$ cat src/rtl/rxpol_pkg.sv
// Shared types for the receive polarity auto-correction unit.
// Assumes one qualified pulse at most per cycle.
package rxpol_pkg;

    // Kind of a qualified pulse reported by the front end
    typedef enum logic {
        PK_LINK      = 1'b0,
        PK_BURST_CLK = 1'b1
    } pulse_kind_e;

    // Verdict produced by a detection path in one cycle
    typedef struct packed {
        logic to_reversed;
        logic to_normal;
    } verdict_t;

endpackage

$ cat src/rtl/rxpol_link_run.sv
// Tracks runs of consecutive plain link pulses of equal polarity.
// It issues a reversal verdict once RUN_LEN inverted pulses arrive back
// to back, and a normal verdict once RUN_LEN correct pulses do.
// A pulse of the opposite polarity restarts the other run.
// Assumes pulse_hit is high only for a valid plain link pulse. When
// enable is low, both runs are cleared and no verdict is given.
module rxpol_link_run
    import rxpol_pkg::*;
#(
    parameter int RUN_LEN = 8
) (
    input  logic     clk,
    input  logic     rst_n,
    input  logic     enable,
    input  logic     pulse_hit,
    input  logic     pulse_inv,
    output verdict_t verdict
);
    localparam int CW = $clog2(RUN_LEN + 1);
    localparam logic [CW-1:0] RUN_MAX = CW'(RUN_LEN);

    logic [CW-1:0] inv_run_q, ok_run_q;
    logic [CW-1:0] inv_run_d, ok_run_d;
    logic [CW-1:0] inv_inc, ok_inc;

    // Saturating increments of both runs
    always_comb begin
        inv_inc = (inv_run_q == RUN_MAX) ? RUN_MAX : inv_run_q + CW'(1);
        ok_inc  = (ok_run_q  == RUN_MAX) ? RUN_MAX : ok_run_q  + CW'(1);
    end

    // Next run lengths for this cycle's pulse
    always_comb begin
        inv_run_d = inv_run_q;
        ok_run_d  = ok_run_q;
        if (!enable) begin
            inv_run_d = '0;
            ok_run_d  = '0;
        end else if (pulse_hit) begin
            if (pulse_inv) begin
                inv_run_d = inv_inc;
                ok_run_d  = '0;
            end else begin
                ok_run_d  = ok_inc;
                inv_run_d = '0;
            end
        end
    end

    // Verdict on the pulse that completes or extends a full run
    always_comb begin
        verdict.to_reversed = enable && pulse_hit && pulse_inv  && (inv_run_d == RUN_MAX);
        verdict.to_normal   = enable && pulse_hit && !pulse_inv && (ok_run_d  == RUN_MAX);
    end

    // Run length registers
    always_ff @(posedge clk) begin
        if (!rst_n) begin
            inv_run_q <= '0;
            ok_run_q  <= '0;
        end else begin
            inv_run_q <= inv_run_d;
            ok_run_q  <= ok_run_d;
        end
    end

endmodule

$ cat src/rtl/rxpol_burst_judge.sv
// Judges each fast link pulse burst as a whole. It records whether any
// inverted or any correct clock pulse was seen. At the end strobe, it gives
// a reversal verdict if only inverted pulses were seen and a normal verdict
// if only correct ones were. Mixed and empty bursts give no verdict.
// Assumes a clock pulse reported with the end strobe belongs to that burst.
module rxpol_burst_judge
    import rxpol_pkg::*;
(
    input  logic     clk,
    input  logic     rst_n,
    input  logic     enable,
    input  logic     clk_hit,
    input  logic     pulse_inv,
    input  logic     burst_end,
    output verdict_t verdict
);
    logic saw_inv_q, saw_ok_q;
    logic saw_inv_now, saw_ok_now;

    // History including the pulse of this cycle
    always_comb begin
        saw_inv_now = saw_inv_q || (clk_hit && pulse_inv);
        saw_ok_now  = saw_ok_q  || (clk_hit && !pulse_inv);
    end

    // Burst verdict at the end strobe
    always_comb begin
        verdict.to_reversed = enable && burst_end && saw_inv_now && !saw_ok_now;
        verdict.to_normal   = enable && burst_end && saw_ok_now  && !saw_inv_now;
    end

    // Burst history, cleared at each burst end or when detection stops
    always_ff @(posedge clk) begin
        if (!rst_n || !enable || burst_end) begin
            saw_inv_q <= 1'b0;
            saw_ok_q  <= 1'b0;
        end else begin
            saw_inv_q <= saw_inv_now;
            saw_ok_q  <= saw_ok_now;
        end
    end

endmodule

$ cat src/rtl/rxpol_state.sv
// Holds the applied polarity bit. With auto-correction on, the bit follows
// the combined verdicts of both detection paths; opposing verdicts in one
// cycle cancel. With auto-correction off, it follows software writes only.
module rxpol_state
    import rxpol_pkg::*;
(
    input  logic     clk,
    input  logic     rst_n,
    input  logic     ac_disable,
    input  logic     sw_wr_en,
    input  logic     sw_wr_data,
    input  verdict_t link_v,
    input  verdict_t burst_v,
    output logic     pol
);
    logic want_rev, want_norm;
    logic pol_d;

    // Merge the two detection paths
    always_comb begin
        want_rev  = link_v.to_reversed || burst_v.to_reversed;
        want_norm = link_v.to_normal   || burst_v.to_normal;
    end

    // Select the source of the next polarity value
    always_comb begin
        pol_d = pol;
        if (ac_disable) begin
            if (sw_wr_en) pol_d = sw_wr_data;
        end else if (want_rev && !want_norm) begin
            pol_d = 1'b1;
        end else if (want_norm && !want_rev) begin
            pol_d = 1'b0;
        end
    end

    // Polarity register
    always_ff @(posedge clk) begin
        if (!rst_n) pol <= 1'b0;
        else        pol <= pol_d;
    end

endmodule

$ cat src/rtl/rx_polarity_fixer.sv
// Receive polarity auto-correction unit, top level. It routes qualified
// pulses to the link-run and burst detectors, keeps the applied polarity,
// and registers the data word XORed with that polarity.
// Assumes the inputs are synchronous to clk and at most one pulse per cycle.
module rx_polarity_fixer
    import rxpol_pkg::*;
#(
    parameter int DATA_W  = 4,
    parameter int RUN_LEN = 8
) (
    input  logic              clk,
    input  logic              rst_n,
    input  logic              mode_10bt,
    input  logic              mode_aneg,
    input  logic              pulse_valid,
    input  logic              pulse_kind,
    input  logic              pulse_inverted,
    input  logic              burst_end,
    input  logic              ac_disable,
    input  logic              sw_wr_en,
    input  logic              sw_wr_data,
    input  logic [DATA_W-1:0] rx_data_in,
    output logic [DATA_W-1:0] rx_data_out,
    output logic              rev_pol
);
    logic     detect_on;
    logic     link_hit, clk_hit;
    verdict_t link_v, burst_v;

    // Decode the pulse kind and the detection window
    always_comb begin
        detect_on = mode_10bt || mode_aneg;
        link_hit  = pulse_valid && (pulse_kind_e'(pulse_kind) == PK_LINK);
        clk_hit   = pulse_valid && (pulse_kind_e'(pulse_kind) == PK_BURST_CLK);
    end

    rxpol_link_run #(.RUN_LEN(RUN_LEN)) u_link_run (
        .clk       (clk),
        .rst_n     (rst_n),
        .enable    (detect_on),
        .pulse_hit (link_hit),
        .pulse_inv (pulse_inverted),
        .verdict   (link_v)
    );

    rxpol_burst_judge u_burst (
        .clk       (clk),
        .rst_n     (rst_n),
        .enable    (detect_on),
        .clk_hit   (clk_hit),
        .pulse_inv (pulse_inverted),
        .burst_end (burst_end),
        .verdict   (burst_v)
    );

    rxpol_state u_state (
        .clk        (clk),
        .rst_n      (rst_n),
        .ac_disable (ac_disable),
        .sw_wr_en   (sw_wr_en),
        .sw_wr_data (sw_wr_data),
        .link_v     (link_v),
        .burst_v    (burst_v),
        .pol        (rev_pol)
    );

    // Per-bit corrected data register
    for (genvar b = 0; b < DATA_W; b++) begin : g_lane
        always_ff @(posedge clk) begin
            if (!rst_n) rx_data_out[b] <= 1'b0;
            else        rx_data_out[b] <= rx_data_in[b] ^ rev_pol;
        end
    end

endmodule

$ cat config.mk
export PLATFORM = sky130hd
export DESIGN_NAME = rx_polarity_fixer
export DESIGN_NICKNAME = d
export VERILOG_FILES = /design/src/rtl/rxpol_pkg.sv /design/src/rtl/rxpol_link_run.sv /design/src/rtl/rxpol_burst_judge.sv /design/src/rtl/rxpol_state.sv /design/src/rtl/rx_polarity_fixer.sv
export SDC_FILE = /design/constraint.sdc
export NUM_CORES = 1
export LEC_CHECK = 0
export BUFFER_PORTS_ARGS = -buffer_cell sky130_fd_sc_hd__buf_2
export CORE_ASPECT_RATIO = 0.5
export CORE_UTILIZATION = 30
export DETAILED_ROUTE_END_ITERATION = 12
export PLACE_DENSITY = 0.49
export SLEW_MARGIN = 0
export SYNTH_ARGS = -nofsm -noshare
export SYNTH_HDL_FRONTEND = slang
export SYNTH_HIERARCHICAL = 1
export SYNTH_SLANG_ARGS = --single-unit
$ cat constraint.sdc
create_clock -name clk -period 2.15 [get_ports clk]
set_clock_uncertainty 0.05 [all_clocks]
set_input_delay 0.43 -clock clk [delete_from_list [all_inputs] [get_ports clk]]
set_output_delay 0.43 -clock clk [all_outputs]
set_load 0.05 [all_outputs]
-- Yosys cells after proc, flatten, opt, wreduce, memory -nomap -nowiden
Cells that the tools add are included.
Widths: inputs -> output; s select.
- add/sub/neg operators: 2
- equal/unequal tests: 5
- mux-type cells: 12
- bitwise logic cells: 5
- reductions and logical operators: 32
- operator list (kind ; count):
    $mux 4 ; 8
    $eq 4x4->1 const B ; 4
    $logic_and 1x1->1 ; 16
    $add 4x1->4 const B ; 2
    $logic_not 1->1 ; 7
    $logic_or 1x1->1 ; 7
    $mux 1 ; 4
    $xor 1x1->1 ; 4
    $reduce_bool 3->1 ; 1
    $ne 2x1->1 const B ; 1
    $reduce_and 2->1 ; 1
    $not 1->1 ; 1
- register bits: 15
- input port bits: 15
- output and inout port bits: 5
- logic and storage cells: 65

-- Longest topological paths before layout
- depth in word-level cells: 13
- depth in mapped cells: 8

-- By module
Netlist, hierarchy kept.
- modules (own cells, without submodules) (module ; times used ; cells each ; area each (um^2)):
    rxpol_link_run ; 1 ; 67 ; 555.5
    rx_polarity_fixer ; 1 ; 15 ; 158.9
    rxpol_burst_judge ; 1 ; 13 ; 113.9
    rxpol_state ; 1 ; 8 ; 75.1

-- Worst setup path after synthesis
OpenSTA, ideal clock, no wires.
- kind: register to register
- start point: register u_link_run.inv_run_q[0]
- end point: register u_state.pol
- arrival: 1.599 ns
- path slack: 0.415 ns
- cell stages (with the launch flop): 8
- buffers on the path: 0
- cells stage by stage: dfxtp_1 -> inv_1 -> ha_1 -> nand4b_1 -> a311oi_1 -> or2_1 -> o21ai_1 -> a221oi_2
- RTL lines (element ; RTL line ; RTL):
    start: declaration ; rxpol_link_run.sv:22 ; logic [CW-1:0] inv_run_q, ok_run_q;
    start signal: assignment ; rxpol_link_run.sv:62 ; inv_run_q <= inv_run_d;
    end signal: assignment ; rxpol_state.sv:40 ; else pol <= pol_d;
    end: declaration ; rxpol_state.sv:14 ; output logic pol

==> summary.md <==
| Metric | Value |
|---|---|
| Syn Nets | `122` |
| DRC violations left | `0` |
| WP data required | `2.27 ns` |
| Final critical-path share of the clock period | `88.0%` |
| Final setup viols | `0` |
| Routed WL | `1770 um` |
| Worst-Margin Slew | `0.351 ns` |
| Finished Cell Area | `1070 sq um` |
| DIE AREA | `3250 sq um` |
| 1st-iter DRT viols | `18` |
| Yosys warns | `6` |
| Core outline area | `2720 sq um` |
| Die Y | `40.8 um` |
| Post-synthesis adder-cell area fraction | `5.54%` |
| CTS tree | `yes` |
| Clk_lat worst skew | `0.25 ns` |
| Post-detailed-route count of antenna-violating nets | `0` |
| CP arrival | `2.01 ns` |
| Pre-CTS setup slack | `0.176 ns` |
| Max_cap viols | `0` |
| Clk root buf | `clkbuf_8` |
| Vias post-DR | `767` |
| Post-synth top area cell | `dfxtp_1` |
| Dpl cell area | `1030 sq um` |
| Clock Sinks | `15` |
| Pin count of the biggest net entering global routing | `18` |
| Synth Area in Compound Gates | `17.2%` |
| DR WL/cell | `11.0 um` |
| Critical Path End Type | `flip-flop` |
| Max VDD drop | `0.200 mV` |
| Antenna cells | `0` |
| Buffers on Ports | `19` |
| Netlist cell types | `37` |
| Starting density of the core | `33.3%` |
| Peak Freq | `528 MHz` |
| Syn-to-layout area delta | `18.8%` |
| Post-synth top cells | `dfxtp_1, inv_1, a21oi_1` |
| Top_reg_cell synth | `dfxtp_1` |
| Die X-Extent | `79.6 um` |
| PnR worst setup slack | `0.258 ns` |
| CP Max Fanout | `6` |
| Startpoint Class | `flip-flop` |
| First-pass GRT wire length | `2980 um` |
| Mux contribution to synthesized area | `3.32%` |
| Count leader, synth | `dfxtp_1` |
| Postcts setup bufs | `0` |
| DR vias/cell | `4.76` |
| Critical Setup Path Class | `flip-flop to flip-flop` |
| Share of cells above drive strength 1 | `25.8%` |
| H-tree levels | `1` |
| Largest family of logic cells by synthesized area | `simple AND/OR/NAND/NOR gates` |
| Share of the yosys chip area belonging to registers | `33.2%` |
| Synth Instances | `103` |
| Number of synthesized flops with an enable pin | `0` |
| Flops & latches, synth | `15` |
| Average cell area after synthesis | `8.77 sq um` |
| CTS buffer count | `3` |
| Final Hold Viols | `0` |
| Static Leakage | `0.424 nW` |
| Fin nets | `144` |
| Clk slew on worst S/H paths | `0.06 ns` |
| Share of Yosys cell area claimed by the top area cell type | `33.2%` |
| IO Pins | `20` |
| Gr ovfl total | `0` |
| Pwr per Cell Area | `594 nW/um^2` |
| Synthesized cell area | `903 sq um` |
| Setup TNS Final | `0 ns` |
| Crit path time final | `1.89 ns` |
| RSZ-0062 raised after global routing | `false` |
| Vias in the first global route | `657` |
| Worst hold path type | `input port to flip-flop` |
| Post-synth ARST share | `0%` |
| Final max-slew violation count | `0` |
| Outcome | `finished, final reports clean` |
| Global Route Usage Sum | `12.5%` |
| Clock Path Buffers | `2` |
| Worst slew margin | `76.4%` |
| Top cells by area, synth | `dfxtp_1, ha_1, a21oi_1` |
| # hold bufs at CTS | `0` |
| DP Wirelength | `1330 um` |
| Util after Layout | `39.5%` |
| 1st-pass router iterations | `4` |
| Row count | `13` |
| Xor/xnor share of the synthesized area | `7.76%` |
| # resized after CTS | `0` |
| Antenna violations before repair | `0` |
| Hold Slack | `0.336 ns` |
| Simple-gate portion of the synthesized area | `27.0%` |
| RePlAce Congestion | `0.731` |
metal layers:
| layer | track usage (%) | vias up | routed length (um) |
|---|---|---|---|
| met5 | 0 | - | 0 |
| met4 | 5.45 | 0 | 34 |
| met3 | 4.22 | 4 | 136 |
| met2 | 20.1 | 27 | 709 |
| met1 | 15.7 | 332 | 891 |
| li1 | - | 404 | - |
layout by cell type (no fill, tap or decap), types with 2 or more instances in the layout:
cell      count
inv_1         8
nand3_1       6
nor3_2        2
and2_1        5
nand2_1       5
mux2i_1       3
xnor2_1       4
o21ai_0       3
nand4_1       2
clkbuf_8      3
dfxtp_1      15
a21oi_1       7
ha_1          4
buf_2        19
a31oi_1       2
nand3b_1      4
a311oi_1      2
nor2b_1       4
nor2_1        3
nand2b_1      2
xor2_1        4
report_power, final:
group          internal, mW  total [mW]  leakage (nW)  switching, mW
combinational        0.0414       0.112         0.279         0.0709
clock                 0.131       0.227        0.0228         0.0958
sequential            0.289       0.298         0.122        0.00879
total                 0.462       0.637         0.424          0.176
final timing paths:
check | startpoint | end | slack, ns | cells after the start
max | u_link_run/inv_run_q[0]$_SDFF_PN0_ | u_state/pol$_SDFFE_PN0P_ | 0.26 | 7
min | ac_disable | u_state/pol$_SDFFE_PN0P_ | 0.34 | 2
max reg2reg | u_link_run/inv_run_q[0]$_SDFF_PN0_ | u_state/pol$_SDFFE_PN0P_ | 0.26 | 7
min reg2reg | u_burst/saw_ok_q$_SDFF_PP0_ | u_burst/saw_ok_q$_SDFF_PP0_ | 0.43 | 2
registers in the layout, summed over array words and instances (netlist names):
signal,count
u_link_run/inv_run_q,4
u_state/pol,1
u_burst/saw_ok_q,1
u_burst/saw_inv_q,1
rx_data_out,4
u_link_run/ok_run_q,4
cell type report:
| type | instances | area [sq um] |
|---|---|---|
| fill | 279 | 1640 |
| multi-input combinational | 77 | 549 |
| sequential | 15 | 300 |
| timing repair buffer | 20 | 103 |
| tap | 37 | 46.3 |
| clock buffer | 4 | 45.0 |
| inverter | 8 | 30.0 |
cells by family after synthesis:
group | count (synthesis)
buffers and inverters | 11
adders and majority gates | 4
AOI/OAI and AO/OA | 22
and+or+nand+nor | 40
DFF | 15
xor gates and xnor gates | 8
muxes | 3
stage by stage:
stage / power (mW) / cells
global placement: 0.417 / 157
floorplan: 0.385 / 103
CTS: 0.652 / 161
detailed placement: 0.417 / 157
finish: 0.637 / 161
global route: 0.671 / 161
critical path, stage by stage, from the launching register on:
cell and delay, ns:
dfxtp_1 0.45, inv_1 0.09, ha_1 0.32, nand4b_1 0.18, a311oi_1 0.25, or2_1 0.16, o21ai_1 0.08, a221oi_2 0.24
(Power assumes the default switching activity.)
